[config.mk]
export PLATFORM = sky130hd
export DESIGN_NAME = avi_pkt_builder
export DESIGN_NICKNAME = d
export VERILOG_FILES = /design/src/rtl/avi_pkt_pkg.sv /design/src/rtl/avi_pkt_ctrl.sv /design/src/rtl/avi_pkt_dp.sv /design/src/rtl/avi_pkt_builder.sv
export SDC_FILE = /design/constraint.sdc
export NUM_CORES = 1
export LEC_CHECK = 0
export BUFFER_PORTS_ARGS = -buffer_cell sky130_fd_sc_hd__buf_2
export CORE_UTILIZATION = 36
export CTS_CLUSTER_SIZE = 30
export DETAILED_ROUTE_END_ITERATION = 10
export GPL_ROUTABILITY_DRIVEN = 0
export SLEW_MARGIN = 20
export SYNTH_ARGS = -nofsm -noshare
export SYNTH_HDL_FRONTEND = slang
export SYNTH_SLANG_ARGS = --single-unit
[constraint.sdc]
create_clock -name clk -period 3.65 [get_ports clk]
set_clock_uncertainty 0.15 [all_clocks]
set_input_delay 0.1825 -clock clk [delete_from_list [all_inputs] [get_ports clk]]
set_output_delay 0.1825 -clock clk [all_outputs]
set_load 0.005 [all_outputs]
[src/rtl/avi_pkt_pkg.sv]
package avi_pkt_pkg;
  localparam int BYTE_W = 8;

  localparam logic [BYTE_W-1:0] HDR_TYPE = 8'h82;
  localparam logic [BYTE_W-1:0] HDR_VER  = 8'h02;
  localparam logic [BYTE_W-1:0] HDR_LEN  = 8'h0D;

  typedef enum logic [1:0] {
    FMT_RGB    = 2'd0,
    FMT_YCC422 = 2'd1,
    FMT_YCC444 = 2'd2
  } fmt_e;

  typedef enum logic [1:0] {
    COLR_NONE   = 2'd0,
    COLR_SMPTE  = 2'd1,
    COLR_BT709  = 2'd2
  } colr_e;

  typedef enum logic [1:0] {
    ASP_NONE = 2'd0,
    ASP_4_3  = 2'd1,
    ASP_16_9 = 2'd2
  } asp_e;

  // strobes from control to datapath
  typedef struct packed {
    logic load;    // capture inputs, clear running sum
    logic accum;   // add byte at current index to running sum
    logic emit;    // present byte at current index
    logic finish;  // packet complete
  } ctrl_t;
endpackage

[src/rtl/avi_pkt_ctrl.sv]
module avi_pkt_ctrl
  import avi_pkt_pkg::*;
#(
  parameter int PKT_BYTES = 17,
  parameter int IDX_W     = $clog2(PKT_BYTES)
) (
  input  logic             clk,
  input  logic             rstN,
  input  logic             start,
  output ctrl_t            ctrl,
  output logic [IDX_W-1:0] idx,
  output logic             busy
);
  localparam logic [IDX_W-1:0] LAST = IDX_W'(PKT_BYTES - 1);

  typedef enum logic [1:0] {ST_IDLE, ST_SUM, ST_EMIT, ST_FIN} state_e;
  state_e state;
  logic [IDX_W-1:0] cnt;

  always_ff @(posedge clk) begin
    if (!rstN) begin
      state <= ST_IDLE;
      cnt   <= '0;
    end else begin
      unique case (state)
        ST_IDLE: begin
          cnt <= '0;
          if (start) state <= ST_SUM;
        end
        ST_SUM: begin
          if (cnt == LAST) begin
            cnt   <= '0;
            state <= ST_EMIT;
          end else begin
            cnt <= cnt + 1'b1;
          end
        end
        ST_EMIT: begin
          if (cnt == LAST) begin
            cnt   <= '0;
            state <= ST_FIN;
          end else begin
            cnt <= cnt + 1'b1;
          end
        end
        ST_FIN: state <= ST_IDLE;
        default: state <= ST_IDLE;
      endcase
    end
  end

  always_comb begin
    ctrl.load   = (state == ST_IDLE) && start;
    ctrl.accum  = (state == ST_SUM);
    ctrl.emit   = (state == ST_EMIT);
    ctrl.finish = (state == ST_FIN);
  end

  assign idx  = cnt;
  assign busy = (state != ST_IDLE);
endmodule

[src/rtl/avi_pkt_dp.sv]
module avi_pkt_dp
  import avi_pkt_pkg::*;
#(
  parameter int PKT_BYTES = 17,
  parameter int IDX_W     = $clog2(PKT_BYTES)
) (
  input  logic              clk,
  input  logic              rstN,
  input  ctrl_t             ctrl,
  input  logic [IDX_W-1:0]  idx,
  input  logic [BYTE_W-1:0] vicIn,
  input  logic [1:0]        colorIn,
  output logic              outValid,
  output logic [IDX_W-1:0]  outIndex,
  output logic [BYTE_W-1:0] outByte,
  output logic              done
);
  localparam logic [IDX_W-1:0] IDX_CSUM = IDX_W'(3);
  localparam logic [IDX_W-1:0] IDX_PB1  = IDX_W'(4);
  localparam logic [IDX_W-1:0] IDX_PB2  = IDX_W'(5);
  localparam logic [IDX_W-1:0] IDX_VIC  = IDX_W'(7);

  logic [BYTE_W-1:0] vicReg;
  fmt_e              fmtReg;
  logic [BYTE_W-1:0] sumReg;

  fmt_e fmtIn;
  always_comb begin
    unique case (colorIn)
      2'd1:    fmtIn = FMT_YCC422;
      2'd2:    fmtIn = FMT_YCC444;
      default: fmtIn = FMT_RGB;
    endcase
  end

  always_ff @(posedge clk) begin
    if (!rstN) begin
      vicReg <= '0;
      fmtReg <= FMT_RGB;
      sumReg <= '0;
    end else if (ctrl.load) begin
      vicReg <= vicIn;
      fmtReg <= fmtIn;
      sumReg <= '0;
    end else if (ctrl.accum) begin
      sumReg <= sumReg + rawByte;
    end
  end

  // field derivation from captured VIC and format
  logic  sdWide, sdNarrow;
  asp_e  aspect;
  colr_e colr;
  logic [BYTE_W-1:0] pb1, pb2;

  always_comb begin
    sdNarrow = (vicReg == 8'd2) || (vicReg == 8'd6) ||
               (vicReg == 8'd17) || (vicReg == 8'd21);
    sdWide   = (vicReg == 8'd3) || (vicReg == 8'd7) ||
               (vicReg == 8'd18) || (vicReg == 8'd22);
    aspect   = sdNarrow ? ASP_4_3 : ASP_16_9;
    if (fmtReg == FMT_RGB)          colr = COLR_NONE;
    else if (sdNarrow || sdWide)    colr = COLR_SMPTE;
    else                            colr = COLR_BT709;
    pb1 = {1'b0, fmtReg, 1'b1, 4'h0};
    pb2 = {colr, aspect, 4'h8};
  end

  // raw packet content; checksum slot reads zero so it drops out of the sum
  logic [BYTE_W-1:0] rawByte;
  always_comb begin
    unique case (idx)
      IDX_W'(0): rawByte = HDR_TYPE;
      IDX_W'(1): rawByte = HDR_VER;
      IDX_W'(2): rawByte = HDR_LEN;
      IDX_PB1:   rawByte = pb1;
      IDX_PB2:   rawByte = pb2;
      IDX_VIC:   rawByte = vicReg;
      default:   rawByte = '0;
    endcase
  end

  always_comb begin
    outValid = ctrl.emit;
    outIndex = ctrl.emit ? idx : '0;
    if (!ctrl.emit)            outByte = '0;
    else if (idx == IDX_CSUM)  outByte = 8'h00 - sumReg;
    else                       outByte = rawByte;
    done = ctrl.finish;
  end
endmodule

[src/rtl/avi_pkt_builder.sv]
module avi_pkt_builder
  import avi_pkt_pkg::*;
#(
  parameter int PKT_BYTES = 17,
  localparam int IDX_W    = $clog2(PKT_BYTES)
) (
  input  logic              clk,
  input  logic              rstN,
  input  logic              start,
  input  logic [7:0]        vic,
  input  logic [1:0]        colorSel,
  output logic              busy,
  output logic              outValid,
  output logic [IDX_W-1:0]  outIndex,
  output logic [7:0]        outByte,
  output logic              done
);
  ctrl_t            ctrl;
  logic [IDX_W-1:0] idx;

  avi_pkt_ctrl #(.PKT_BYTES(PKT_BYTES), .IDX_W(IDX_W)) u_ctrl (
    .clk   (clk),
    .rstN  (rstN),
    .start (start),
    .ctrl  (ctrl),
    .idx   (idx),
    .busy  (busy)
  );

  avi_pkt_dp #(.PKT_BYTES(PKT_BYTES), .IDX_W(IDX_W)) u_dp (
    .clk      (clk),
    .rstN     (rstN),
    .ctrl     (ctrl),
    .idx      (idx),
    .vicIn    (vic),
    .colorIn  (colorSel),
    .outValid (outValid),
    .outIndex (outIndex),
    .outByte  (outByte),
    .done     (done)
  );
endmodule

# Yosys cells after proc, flatten, opt, wreduce, memory -nomap -nowiden
# Index checks and enable logic that the tools add are counted.
# totals
regBits	25
out_inout_bits	16
# classes
addsub	3
n_eq_ne	23
n_mux	14
bitwise_logic	1
n_reduce_logical	16
# op_table
op	count
$pmux W8 S6	1
$eq A8 B5 Y1 const B	4
$eq A8 B2 Y1 const B	2
$eq A8 B3 Y1 const B	2
$mux W8	2
$eq A5 B3 Y1 const B	3
$mux W2	6
$eq A5 B2 Y1 const B	2
$mux W5	2
$pmux W5 S2	1
$add A8 B8 Y8	1
$pmux W2 S4	1
$sub A1 B8 Y8 const A	1
$logic_or A1 B1 Y1	7
$eq A2 B2 Y1 const B	3
$add A5 B1 Y5 const B	1
$eq A5 B1 Y1 const B	1
$eq A5 B5 Y1 const B	1
$logic_not A5 Y1	1
$eq A2 B1 Y1 const B	2
$logic_not A2 Y1	2
$ne A2 B1 Y1 const B	2
$pmux W2 S2	1
$reduce_bool A2 Y1	2
other kinds (5)	6

# Longest topological paths before layout
# logic_depth
depth_word	10
ltp_mapped	13

# Hierarchy
# Synthesis repeated with hierarchy kept, for this count alone.
# unflattened
hier_cells	243
area_unflattened_um2	1928.1
# modules_own_cells
module	n_inst	cells_each	area_per_inst_um2	seq_area_each_um2
avi_pkt_dp	1	190	1473.9	360.3
avi_pkt_ctrl	1	53	454.2	140.1

# Worst setup path after synthesis
# Ideal clock, no wire load.
# synth_timing
kind	reg-to-reg
startpoint	register u_ctrl.cnt[0] (netlist: u_ctrl.idx[0])
endpoint	register u_dp.sumReg[6]
arrival_time_ps	2502
path_slack_ps	848
stages_incl_launch_ff	14
path_buffers	1
period_less_slack_ps	2802
cell_sequence	dfxtp_1 -> ha_1 -> clkbuf_1 -> nand3_1 -> a21oi_1 -> ha_1 -> inv_1 -> fa_1 -> nor2b_1 -> o21ai_0 -> a21boi_0 -> o21ai_0 -> mux2i_1 -> o311ai_0
# synth_between
elab_chain_len	3
word_cells_on_any_way	8
classes_between	add/sub (1); eq/ne (5); mux (1); reduce/logical (1)
# synth_rtl
element	line_no	source
from (decl)	avi_pkt_ctrl.sv:18	logic [IDX_W-1:0] cnt;
from (signal assigned)	avi_pkt_ctrl.sv:35	cnt <= cnt + 1'b1;
from (signal assigned)	avi_pkt_ctrl.sv:43	cnt <= cnt + 1'b1;
$eq A5 B3 Y1 (tied with other cells)	avi_pkt_dp.sv:72	unique case (idx)
$pmux W8 S6 *	avi_pkt_dp.sv:72	
$add A8 B8 Y8 *	avi_pkt_dp.sv:46	sumReg <= sumReg + rawByte;
to (signal assigned)	avi_pkt_dp.sv:46	
to (decl)	avi_pkt_dp.sv:25	logic [BYTE_W-1:0] sumReg;
# Mark *: on every way between the ends. The rest lies on a longest branch, timed or not.
# A chain may end at the register's enable or synchronous reset.

# Worst setup path in the final report
# Same ends and word-level chain as after synthesis.

==> results.yml <==
grt:
  grt_pass1_vias: 1490
  grt_max_degree: 18
  grt_overflow: 0
  antenna_found_initial: 0
  track_usage_pct: 16.3
  grt_pass1_wl_mm: 6.82
die:
  dieArea_mm2: 0.00545
  design.core.area_mm2: 0.00485
  pin_count: 29
  dieHeight_um: 73.8
  initial_core_util_pct: 38.3
  rows: 25
  dieWidth_um: 73.8
run:
  maxCapViolCount: 0
critical_path:
  reg2reg_slack_ns: 0.61
  cp_max_fo: 12
  endpoint_kind: "flip-flop"
  cp-start-kind: "flip-flop"
  crit_type: "flip-flop to flip-flop"
  cp.arrival_ns: 3.04
  required_ns: 3.64
hold_path:
  hold_class: "input port to flip-flop"
finish:
  design_area_mm2: 0.00217
  nNetsFinal: 300
  syn_to_final_growth_pct: 16.9
  drive_gt1_share_pct: 13.1
  multiInputGateArea_mm2: 0.00128
  seq_area_um2: 500
  nFillCells: 496
  antenna_cells: 0
logic_synthesis:
  syn_area_mm2: 0.00186
  async_reset_ff_share_pct: 0
  synthFlopType: "dfxtp_1"
  seq_area_frac_synth_pct: 27.0
  synth_cell_type_count: 42
  syn_area_per_cell_um2: 7.86
  synth_fp_nets: 268
  syn_inst: 236
  synth-edff-count: 0
  ys_ff_latch: 25
  yosys_warnings: 0
routing:
  num_vias: 1657
  first_iter_violations: 38
  ant_nets: 0
  first_pass_iters: 4
  drc: 0
  via_per_inst: 4.96
  wl_per_cell_um: 12.3
  routed_wl_mm: 4.10
pwr:
  power_density_mw_per_mm2: 487
  leakagePower_uw: 0.000956
  vdd_ir_drop_max_uv: 421
clock_network:
  clockBufferDepth: 2
  cts_root_buf: "clkbuf_8"
  cts_tree: "yes"
  cts-resized-gates: 0
  numClockSinks: 25
  clk_latency_ns: 0.28
  htreeDepth: 1
  path_clk_slew_ns: 0.10
  numCtsBuffers: 3
timing:
  post-route-period-util_pct: 83.4
  max_freq_mhz: 329
  slew_headroom_pct: 63.0
  hold_viol: 0
  finalSetupViolCount: 0
  tns_ns: 0
  worstMarginPinSlew_ns: 0.554
  rsz0062_at_grt: "false"
  maxSlewViolCount: 0
  period_minus_slack_ns: 3.04
status:
  status: "finished clean"
placement:
  dp.final_hpwl_mm: 3.16
  placed_area_mm2: 0.00205
  portBuffers: 28
==> where the power goes <==
part	total, uW	switching (uW)	internal (uW)
registers	367	49.9	318
logic	512	296	217
clock network	176	98.6	77.6
total	1060	444	612
==> state kept, by name, summed over array words and instances (netlist names) <==
name	count
u_ctrl.idx	5
u_ctrl.state	2
u_dp.fmtReg	2
u_dp.sumReg	8
u_dp.vicReg	8
==> through the flow <==
step | hold slack (ns) | total power (uW) | instances | setup WS, ns | utilization, %
3_3_place_gp | 0.288 | 881 | 323 | 0.679 | 42.3
6_report | 0.0184 | 1060 | 334 | 0.608 | 44.7
5_1_grt | 0.0342 | 1150 | 334 | 0.265 | 44.7
2_1_floorplan | 0.177 | 752 | 236 | 0.848 | -
3_5_place_dp | 0.292 | 886 | 323 | 0.594 | 42.3
4_1_cts | 0.00328 | 1070 | 334 | 0.597 | 44.7
==> cell families (layout without fill, tap and decap cells) <==
family,count (synthesis),count (layout),synth area share [%]
AOI/OAI and AO/OA,56,56,20.0
xor gates and xnor gates,12,12,5.66
adders and majority gates,19,19,13.2
buffers and inverters,21,52,4.25
DFF,25,25,27.0
muxes,6,6,3.24
and+or+nand+nor,97,97,26.6
==> timing repair <==
action                    in CTS  in global routing
hold endpoints to repair       7                  0
buffers inserted               0                  0
hold buffers                   7                  0
==> layout make-up <==
class                   instances  share of cell area [%]
clock inverters                 1                   0.346
inverters                      13                    2.25
flip-flops and latches         25                    23.1
multi-input cells             190                    58.9
clock buffers                   3                    1.90
well taps                      67                    3.87
repair buffers                 35                    9.69
==> cell usage after synthesis, types with 2 or more instances <==
library cell	number	area [um2]
o21a_1	3	22.5
clkbuf_1	8	30.0
a21oi_1	13	65.1
or3_1	4	25.0
inv_1	13	48.8
dfxtp_1	25	500
o21ai_0	10	50.1
ha_1	18	225
nand4b_1	2	17.5
nand3b_1	3	22.5
o211a_1	2	20.0
nand2_1	35	131
nor2_1	19	71.3
xor2_1	7	61.3
a211oi_1	2	15.0
nor3b_1	5	37.5
nor3_1	4	20.0
and2_1	7	43.8
nand2b_1	2	12.5
mux2i_1	6	60.1
a21boi_0	16	120
nor2b_1	5	31.3
nand3_1	4	20.0
xnor2_1	5	43.8
==> cell usage in the layout (no fill, tap or decap), types with 4 or more instances in the layout <==
master and n:
nand2_1 35, buf_2 28, dfxtp_1 25, nor2_1 19, ha_1 18, a21boi_0 16
a21oi_1 13, inv_1 13, o21ai_0 10, and2_1 7, xor2_1 7, dlygate4sd3_1 7
mux2i_1 6, nor3b_1 5, xnor2_1 5, nor2b_1 5, nand3_1 4, nor3_1 4
or3_1 4
==> worst paths after layout <==
kind                            cells after the start              to            from
worst max-delay path                               11  u_dp.sumReg[6]   u_ctrl.idx[0]
worst min-delay path                                3  u_dp.vicReg[2]          vic[2]
worst max register to register                     11  u_dp.sumReg[6]   u_ctrl.idx[0]
worst min register to register                      2  u_dp.vicReg[2]  u_dp.vicReg[2]
==> routing by layer <==
| layer | GRT usage, % | vias up | wire, um |
|---|---|---|---|
| met1 | 21.7 | 747 | 2100 |
| met4 | 3.85 | 0 | 34 |
| met2 | 26.8 | 29 | 1870 |
| met5 | 0 | - | 0 |
| met3 | 3.29 | 5 | 97 |
| li1 | - | 876 | - |
==> critical path, stage by stage, from the launching register on <==
cell	delay, ns
dfxtp_1	0.43
ha_1	0.41
nand2_1	0.10
a211oi_1	0.40
inv_1	0.11
fa_1	0.42
nor2b_1	0.15
o21ai_0	0.10
a21boi_0	0.23
o21ai_0	0.13
mux2i_1	0.15
o311ai_0	0.12
Note: power is estimated with default switching activity, not from simulation.
